===== src/rtl/ssk_pkg.sv =====
package ssk_pkg;

  // Sequencing states; one memory access per state.
  typedef enum logic [3:0] {
    ST_IDLE,
    ST_PC_RD,
    ST_PC_WR,
    ST_INSTR_RD,
    ST_OPND_RD,
    ST_RESULT_WR,
    ST_MIRROR_WR,
    ST_SKIP_RD,
    ST_SKIP_WR,
    ST_HALTED
  } ssk_state_e;

  // A fetched program counter at or below this value stops the core.
  localparam int unsigned SSK_HALT_LIMIT = 4;

endpackage


===== src/rtl/ssk_word_index.sv =====
module ssk_word_index #(
  parameter int unsigned WORD_W = 32,
  parameter int unsigned ADDR_W = 10
) (
  input  logic [WORD_W-1:0] byte_addr,
  output logic [ADDR_W-1:0] word_idx
);

  localparam int unsigned BYTES = WORD_W / 8;
  localparam int unsigned SHIFT = $clog2(BYTES);
  localparam bit          POW2  = ((1 << SHIFT) == BYTES);

  logic [WORD_W-1:0] scaled;

  generate
    if (POW2) begin : g_shift
      assign scaled = byte_addr >> SHIFT;
    end else begin : g_div
      assign scaled = byte_addr / WORD_W'(BYTES);
    end

    if (ADDR_W < WORD_W) begin : g_trunc
      logic unused_hi;
      assign unused_hi = ^scaled[WORD_W-1:ADDR_W];
      assign word_idx  = scaled[ADDR_W-1:0];
    end else begin : g_full
      assign word_idx = ADDR_W'(scaled);
    end
  endgenerate

endmodule


===== src/rtl/ssk_datapath.sv =====
module ssk_datapath
  import ssk_pkg::*;
#(
  parameter int unsigned WORD_W      = 32,
  parameter int unsigned ADDR_W      = 10,
  parameter bit          HALT_LOW_PC = 1'b1
) (
  input  logic              clk,
  input  logic              rst_n,
  input  ssk_state_e        state,
  input  logic [WORD_W-1:0] mem_rdata,
  output logic [WORD_W-1:0] acc_q,
  output logic [WORD_W-1:0] pc_q,
  output logic [ADDR_W-1:0] opnd_idx_q,
  output logic              borrow_q,
  output logic              borrow_now,
  output logic [WORD_W-1:0] diff,
  output logic [WORD_W-1:0] pc_step,
  output logic              halt_hit,
  output logic [ADDR_W-1:0] instr_idx,
  output logic [ADDR_W-1:0] opnd_idx
);

  localparam int unsigned BYTES = WORD_W / 8;

  // Difference with the borrow as the extra top bit.
  function automatic logic [WORD_W:0] sub_with_borrow(
    input logic [WORD_W-1:0] opnd,
    input logic [WORD_W-1:0] cur_acc
  );
    return {1'b0, opnd} - {1'b0, cur_acc};
  endfunction

  // One word forward, wrapping at the word width.
  function automatic logic [WORD_W-1:0] advance_pc(input logic [WORD_W-1:0] p);
    return p + WORD_W'(BYTES);
  endfunction

  logic [WORD_W:0] sub_res;

  assign sub_res    = sub_with_borrow(mem_rdata, acc_q);
  assign diff       = sub_res[WORD_W-1:0];
  assign borrow_now = sub_res[WORD_W];
  assign pc_step    = advance_pc(mem_rdata);
  assign halt_hit   = HALT_LOW_PC && (mem_rdata <= WORD_W'(SSK_HALT_LIMIT));

  ssk_word_index #(.WORD_W(WORD_W), .ADDR_W(ADDR_W)) u_instr_idx (
    .byte_addr (pc_q),
    .word_idx  (instr_idx)
  );

  ssk_word_index #(.WORD_W(WORD_W), .ADDR_W(ADDR_W)) u_opnd_idx (
    .byte_addr (mem_rdata),
    .word_idx  (opnd_idx)
  );

  always_ff @(posedge clk or negedge rst_n) begin
    if (!rst_n) begin
      acc_q      <= '0;
      pc_q       <= '0;
      opnd_idx_q <= '0;
      borrow_q   <= 1'b0;
    end else begin
      if (state == ST_PC_WR)     pc_q <= mem_rdata;
      if (state == ST_OPND_RD)   opnd_idx_q <= opnd_idx;
      if (state == ST_RESULT_WR) begin
        acc_q    <= diff;
        borrow_q <= borrow_now;
      end
    end
  end

endmodule


===== src/rtl/ssk_sequencer.sv =====
module ssk_sequencer
  import ssk_pkg::*;
#(
  parameter bit MIRROR_ACC = 1'b0
) (
  input  logic       clk,
  input  logic       rst_n,
  input  logic       start,
  input  logic       halt_hit,
  input  logic       borrow_now,
  input  logic       borrow_q,
  output ssk_state_e state
);

  ssk_state_e nxt;

  always_comb begin
    nxt = state;
    unique case (state)
      ST_IDLE:      if (start) nxt = ST_PC_RD;
      ST_PC_RD:     nxt = ST_PC_WR;
      ST_PC_WR:     nxt = halt_hit ? ST_HALTED : ST_INSTR_RD;
      ST_INSTR_RD:  nxt = ST_OPND_RD;
      ST_OPND_RD:   nxt = ST_RESULT_WR;
      ST_RESULT_WR: begin
        if (MIRROR_ACC) nxt = ST_MIRROR_WR;
        else            nxt = borrow_now ? ST_SKIP_RD : ST_PC_RD;
      end
      ST_MIRROR_WR: nxt = borrow_q ? ST_SKIP_RD : ST_PC_RD;
      ST_SKIP_RD:   nxt = ST_SKIP_WR;
      ST_SKIP_WR:   nxt = ST_PC_RD;
      ST_HALTED:    nxt = ST_HALTED;
      default:      nxt = ST_IDLE;
    endcase
  end

  always_ff @(posedge clk or negedge rst_n) begin
    if (!rst_n) state <= ST_IDLE;
    else        state <= nxt;
  end

endmodule


===== src/rtl/ssk_core.sv =====
module ssk_core
  import ssk_pkg::*;
#(
  parameter int unsigned WORD_W      = 32,
  parameter int unsigned ADDR_W      = 10,
  parameter bit          HALT_LOW_PC = 1'b1,
  parameter bit          MIRROR_ACC  = 1'b0
) (
  input  logic              clk,
  input  logic              rst_n,
  input  logic              start,
  output logic [ADDR_W-1:0] mem_addr,
  output logic              mem_we,
  output logic [WORD_W-1:0] mem_wdata,
  input  logic [WORD_W-1:0] mem_rdata,
  output logic              halted,
  output logic [WORD_W-1:0] pc,
  output logic [WORD_W-1:0] acc
);

  localparam logic [ADDR_W-1:0] PC_WORD     = '0;
  localparam logic [ADDR_W-1:0] MIRROR_WORD = ADDR_W'(1);

  ssk_state_e        state;
  logic [WORD_W-1:0] acc_q, pc_q, diff, pc_step;
  logic [ADDR_W-1:0] opnd_idx_q, instr_idx, opnd_idx;
  logic              borrow_q, borrow_now, halt_hit;

  // Named events for the checker.
  logic idle_evt, pc_wr_evt, res_evt, mir_evt, skip_rd_evt, skip_wr_evt;
  assign idle_evt    = (state == ST_IDLE);
  assign pc_wr_evt   = (state == ST_PC_WR);
  assign res_evt     = (state == ST_RESULT_WR);
  assign mir_evt     = (state == ST_MIRROR_WR);
  assign skip_rd_evt = (state == ST_SKIP_RD);
  assign skip_wr_evt = (state == ST_SKIP_WR);

  ssk_sequencer #(.MIRROR_ACC(MIRROR_ACC)) u_seq (
    .clk        (clk),
    .rst_n      (rst_n),
    .start      (start),
    .halt_hit   (halt_hit),
    .borrow_now (borrow_now),
    .borrow_q   (borrow_q),
    .state      (state)
  );

  ssk_datapath #(
    .WORD_W      (WORD_W),
    .ADDR_W      (ADDR_W),
    .HALT_LOW_PC (HALT_LOW_PC)
  ) u_dp (
    .clk        (clk),
    .rst_n      (rst_n),
    .state      (state),
    .mem_rdata  (mem_rdata),
    .acc_q      (acc_q),
    .pc_q       (pc_q),
    .opnd_idx_q (opnd_idx_q),
    .borrow_q   (borrow_q),
    .borrow_now (borrow_now),
    .diff       (diff),
    .pc_step    (pc_step),
    .halt_hit   (halt_hit),
    .instr_idx  (instr_idx),
    .opnd_idx   (opnd_idx)
  );

  // Memory port steering, one access per state.
  always_comb begin
    mem_addr  = PC_WORD;
    mem_we    = 1'b0;
    mem_wdata = '0;
    unique case (state)
      ST_PC_WR: begin
        mem_we    = !halt_hit;
        mem_wdata = pc_step;
      end
      ST_INSTR_RD: mem_addr = instr_idx;
      ST_OPND_RD:  mem_addr = opnd_idx;
      ST_RESULT_WR: begin
        mem_addr  = opnd_idx_q;
        mem_we    = 1'b1;
        mem_wdata = diff;
      end
      ST_MIRROR_WR: begin
        mem_addr  = MIRROR_WORD;
        mem_we    = 1'b1;
        mem_wdata = acc_q;
      end
      ST_SKIP_WR: begin
        mem_we    = 1'b1;
        mem_wdata = pc_step;
      end
      default: ;
    endcase
  end

  assign halted = (state == ST_HALTED);
  assign pc     = pc_q;
  assign acc    = acc_q;

endmodule


===== config.mk =====
export PLATFORM = sky130hd
export DESIGN_NAME = ssk_core
export DESIGN_NICKNAME = d
export VERILOG_FILES = /design/src/rtl/ssk_pkg.sv /design/src/rtl/ssk_word_index.sv /design/src/rtl/ssk_datapath.sv /design/src/rtl/ssk_sequencer.sv /design/src/rtl/ssk_core.sv
export SDC_FILE = /design/constraint.sdc
export NUM_CORES = 1
export LEC_CHECK = 0
export BUFFER_PORTS_ARGS = -buffer_cell sky130_fd_sc_hd__buf_4
export CAP_MARGIN = 5
export CORE_ASPECT_RATIO = 0.9
export CORE_MARGIN = 1.5
export CORE_UTILIZATION = 45
export DETAILED_ROUTE_END_ITERATION = 10
export PLACE_DENSITY = 0.69
export SLEW_MARGIN = 30
export SYNTH_ARGS = -nofsm -noshare
export SYNTH_HDL_FRONTEND = slang
export SYNTH_SLANG_ARGS = --single-unit

===== constraint.sdc =====
create_clock -name clk -period 4.4 [get_ports clk]
set_input_delay 0.88 -clock clk [delete_from_list [all_inputs] [get_ports clk]]
set_output_delay 0.88 -clock clk [all_outputs]
set_load 0.01 [all_outputs]

==> results.yml <==
run_status:
  status: "finished, final reports clean"
timing:
  min_period_over_period_pct: 96.8
  timing.fmax_ghz: 0.235
  period_needed_ns: 4.26
  fin_setup_tns_ns: 0
  slew_headroom_pct: 46.8
  drv_slew: 0
  hold_viol: 0
  skew_ns: 0.00714
  rsz0062_at_grt: "false"
  setup_violations: 0
  hold_slack_ns: 0.502
  tightest_slew_ns: 0.798
cells_and_area:
  n_antenna_cell: 0
  fin_util_pct: 59.5
  synthToLayoutAreaGrowth_pct: 28.7
  multi_input_area_sq_um: 3880
  fillers: 1197
  fin_nets: 945
  drive_gt1_share_pct: 29.7
  regArea_sq_um: 1980
power_and_ir_drop:
  cellPowerDensity_nw_per_um2: 793
  leakage_nw: 3.73
  combPwrFrac_pct: 63.7
  p_clk_share_pct: 13.7
  internal_power_mw: 3.50
  p_switching_mw: 2.81
  irDropWorstVdd_uv: 459
  power_frac_seq_pct: 22.6
  switching_share_pct: 44.5
clock_tree:
  cts_root_buffer: "clkbuf_16"
  cts_tree: "yes"
  clk_path_buf_depth: 2
  cts_hold_buf: 0
  clk_pin_slew_ns: 0.06
  cts_buffers: 9
  clk_latency_ns: 0.36
  cts_sinks: 79
  h-tree-depth: 3
global_route:
  grt_pass1_wl_um: 31600
  track_usage_pct: 27.8
  first_global_vias: 6067
  overflow: 0
  antenna_found_initial: 0
  grt_max_degree: 80
floorplan:
  die_h_um: 114
  ios: 143
  core_sq_um: 13400
  initial_core_util_pct: 46.3
  die-area_sq_um: 14500
  std_cell_rows: 40
  die_w_um: 127
setup_path:
  r2r-end: "u_seq.state[1]"
  r2r_slack_ns: 1.53
  critPathTopFamily: "compound AO/OA/AOI/OAI gates"
  crit_chain: "buf_4, ha_1, nor2b_1, o21ai_0, a21oi_1, o31ai_2, a2111oi_4, buf_4, o21a_1, nor3_1, nand2_1, buf_4"
  rr_worst_depth: 13
  cp-start-kind: "input port"
  crit_slowest_cell: "o31ai_2"
  worstPathRequired_ns: 3.52
  crit_path_end_kind: "output pin"
  path_class: "input port to output pin"
  path_common_cell: "buf_4"
  slowest_delay_ns: 0.44
  critical_path.max_fanout: 5
  critical_path.reg2reg.startpoint: "u_dp.acc_q[0]"
  cp.buffers_inverters: 3
  arrival_ns: 3.38
place:
  gp_congestion: 0.966
  hpwl_um: 14600
  io_buffers: 142
detailed_routing:
  route.detailed.drc: 0
  wirelength_um: 19800
  route.vias.total: 6126
  via_per_inst: 5.85
  firstDrtPassIters: 5
  post_drt_wl_per_cell_um: 18.9
  ant_nets: 0
  drt_iter0_drc: 358
synthesis:
  synth_seq_cells: 79
  synth.most_common_cell: "nand2_1"
  synth-async-reset-ratio_pct: 100
  syn_nets: 796
  yosysUniqueCellTypes: 65
  yosysWarnings: 0
  synth_edf_count: 0
  synthTopCellsByArea: "dfrtp_1, mux2_2, ha_1, nand2_1, o21ai_0"
  syn_inst: 725
  synthFlopType: "dfrtp_1"
  synth_top_area_share_pct: 32.0
  ys_seq_area_share_pct: 32.0
  avgSynthCellArea_sq_um: 8.53
  netlist_area_sq_um: 6180
  yosysTopAreaCell: "dfrtp_1"
  synth_common_cells: "nand2_1, dfrtp_1, inv_1"
min_path:
  hold_path_depth: 2
  hold_path_class: "flip-flop to flip-flop"
  hp-start: "u_dp.borrow_q"
  worstHoldEndpoint: "u_dp.borrow_q"
flow_run:
  maxCapViolCount: 0
[registers in the layout, indices dropped and copies added (netlist names)]
| signal | cells |
|---|---|
| u_dp.acc_q | 32 |
| u_dp.opnd_idx_q | 10 |
| u_seq.state | 4 |
| u_dp.borrow_q | 1 |
| u_dp.pc_q | 32 |
[power groups by stage]
stage	clock, mW	sequential, mW	combinational (mW)
finish	0.866	1.42	4.02
global route	0.902	1.48	4.38
CTS	0.878	1.42	3.92
detailed placement	0	1.43	3.90
global placement	0	1.40	3.84
floorplan	0	1.47	2.27
[per-stage QoR]
| stage | setup slack (ns) | std cells | cell area, sq um | power (mW) |
|---|---|---|---|---|
| 4_1_cts | 0.0418 | 1043 | 7890 | 6.22 |
| 6_report | 0.142 | 1047 | 7960 | 6.31 |
| 3_3_place_gp | 0.0936 | 1027 | 7550 | 5.25 |
| 2_1_floorplan | 0.457 | 725 | 6180 | 3.73 |
| 5_1_grt | 0.00570 | 1047 | 7960 | 6.76 |
| 3_5_place_dp | 0.0560 | 1027 | 7550 | 5.33 |
[layout by cell type (no fill, tap or decap), types with 3 or more instances in the layout]
cell,Yosys,routed
buf_4,2,174
nand2_1,89,89
dfrtp_1,79,79
inv_1,57,57
o21ai_0,55,53
mux2_2,44,44
a21oi_1,44,43
nor2_1,37,36
ha_1,35,35
xnor2_1,27,27
xor2_1,25,25
nand3_1,24,24
a22oi_1,15,15
nor3_1,15,12
a222oi_1,10,10
a21o_1,10,10
o211ai_1,9,9
nor4_1,9,9
clkbuf_16,0,9
nor2b_1,8,8
nand4_1,8,8
nand2b_1,7,7
o21a_1,7,7
a211oi_1,6,6
and3_1,5,5
o21bai_1,5,5
a221o_1,5,5
o31ai_1,5,5
a31oi_1,4,4
o221ai_1,4,4
and2_1,3,3
or3_1,3,3
o21ai_1,1,3
inv_6,0,3
[area by class of cell]
class                   instances  area share [%]
clock buffers                  11            3.18
inverters                      57            2.69
flip-flops and latches         79            24.8
multi-input cells             551            48.8
clock inverters                 5            1.09
repair buffers                176            16.7
well taps                     168            2.64
[cell families (layout without fill, tap and decap cells)]
group / Yosys count / after routing / share of synthesized area, %
multiplexers: 46 / 46 / 8.34
adder cells (fa/ha/maj): 36 / 36 / 7.41
AND/OR/NAND/NOR: 221 / 221 / 17.6
AO/OA/AOI/OAI: 195 / 195 / 21.0
flip-flops: 79 / 79 / 32.0
XOR/XNOR: 53 / 53 / 7.63
buffers and inverters: 95 / 249 / 6.05
[worst min-delay path, stage by stage (launching register included)]
cell,delay (ns)
dfrtp_1,0.36
nand2_1,0.05
nand2_1,0.06
[worst max path at each step]
stage                       startpoint            end  cells past startpoint
after CTS                 mem_rdata[0]  mem_wdata[28]                     15
after floorplan           mem_rdata[0]  mem_wdata[28]                     12
final                     mem_rdata[1]  mem_wdata[27]                     12
after global routing      mem_rdata[1]  mem_wdata[23]                     11
after global placement    mem_rdata[0]  mem_wdata[28]                     15
after detailed placement  mem_rdata[0]  mem_wdata[28]                     15
[timing repair]
item / 4_1_cts / 5_1_grt
setup endpoints to repair: 0 / 8
buffers inserted: 0 / 3
endpoints found under the hold margin: 0 / 0
resized for setup: 0 / 8
[routing by layer]
metal	part of all wire, %	vias to the layer above	global-route usage, %
met5	0	-	0
met4	2.4	0	11.1
met3	7.3	36	6.73
met2	47	248	45.9
met1	43	2957	35.3
li1	-	2885	-
Power figures use the tool's default switching activity.
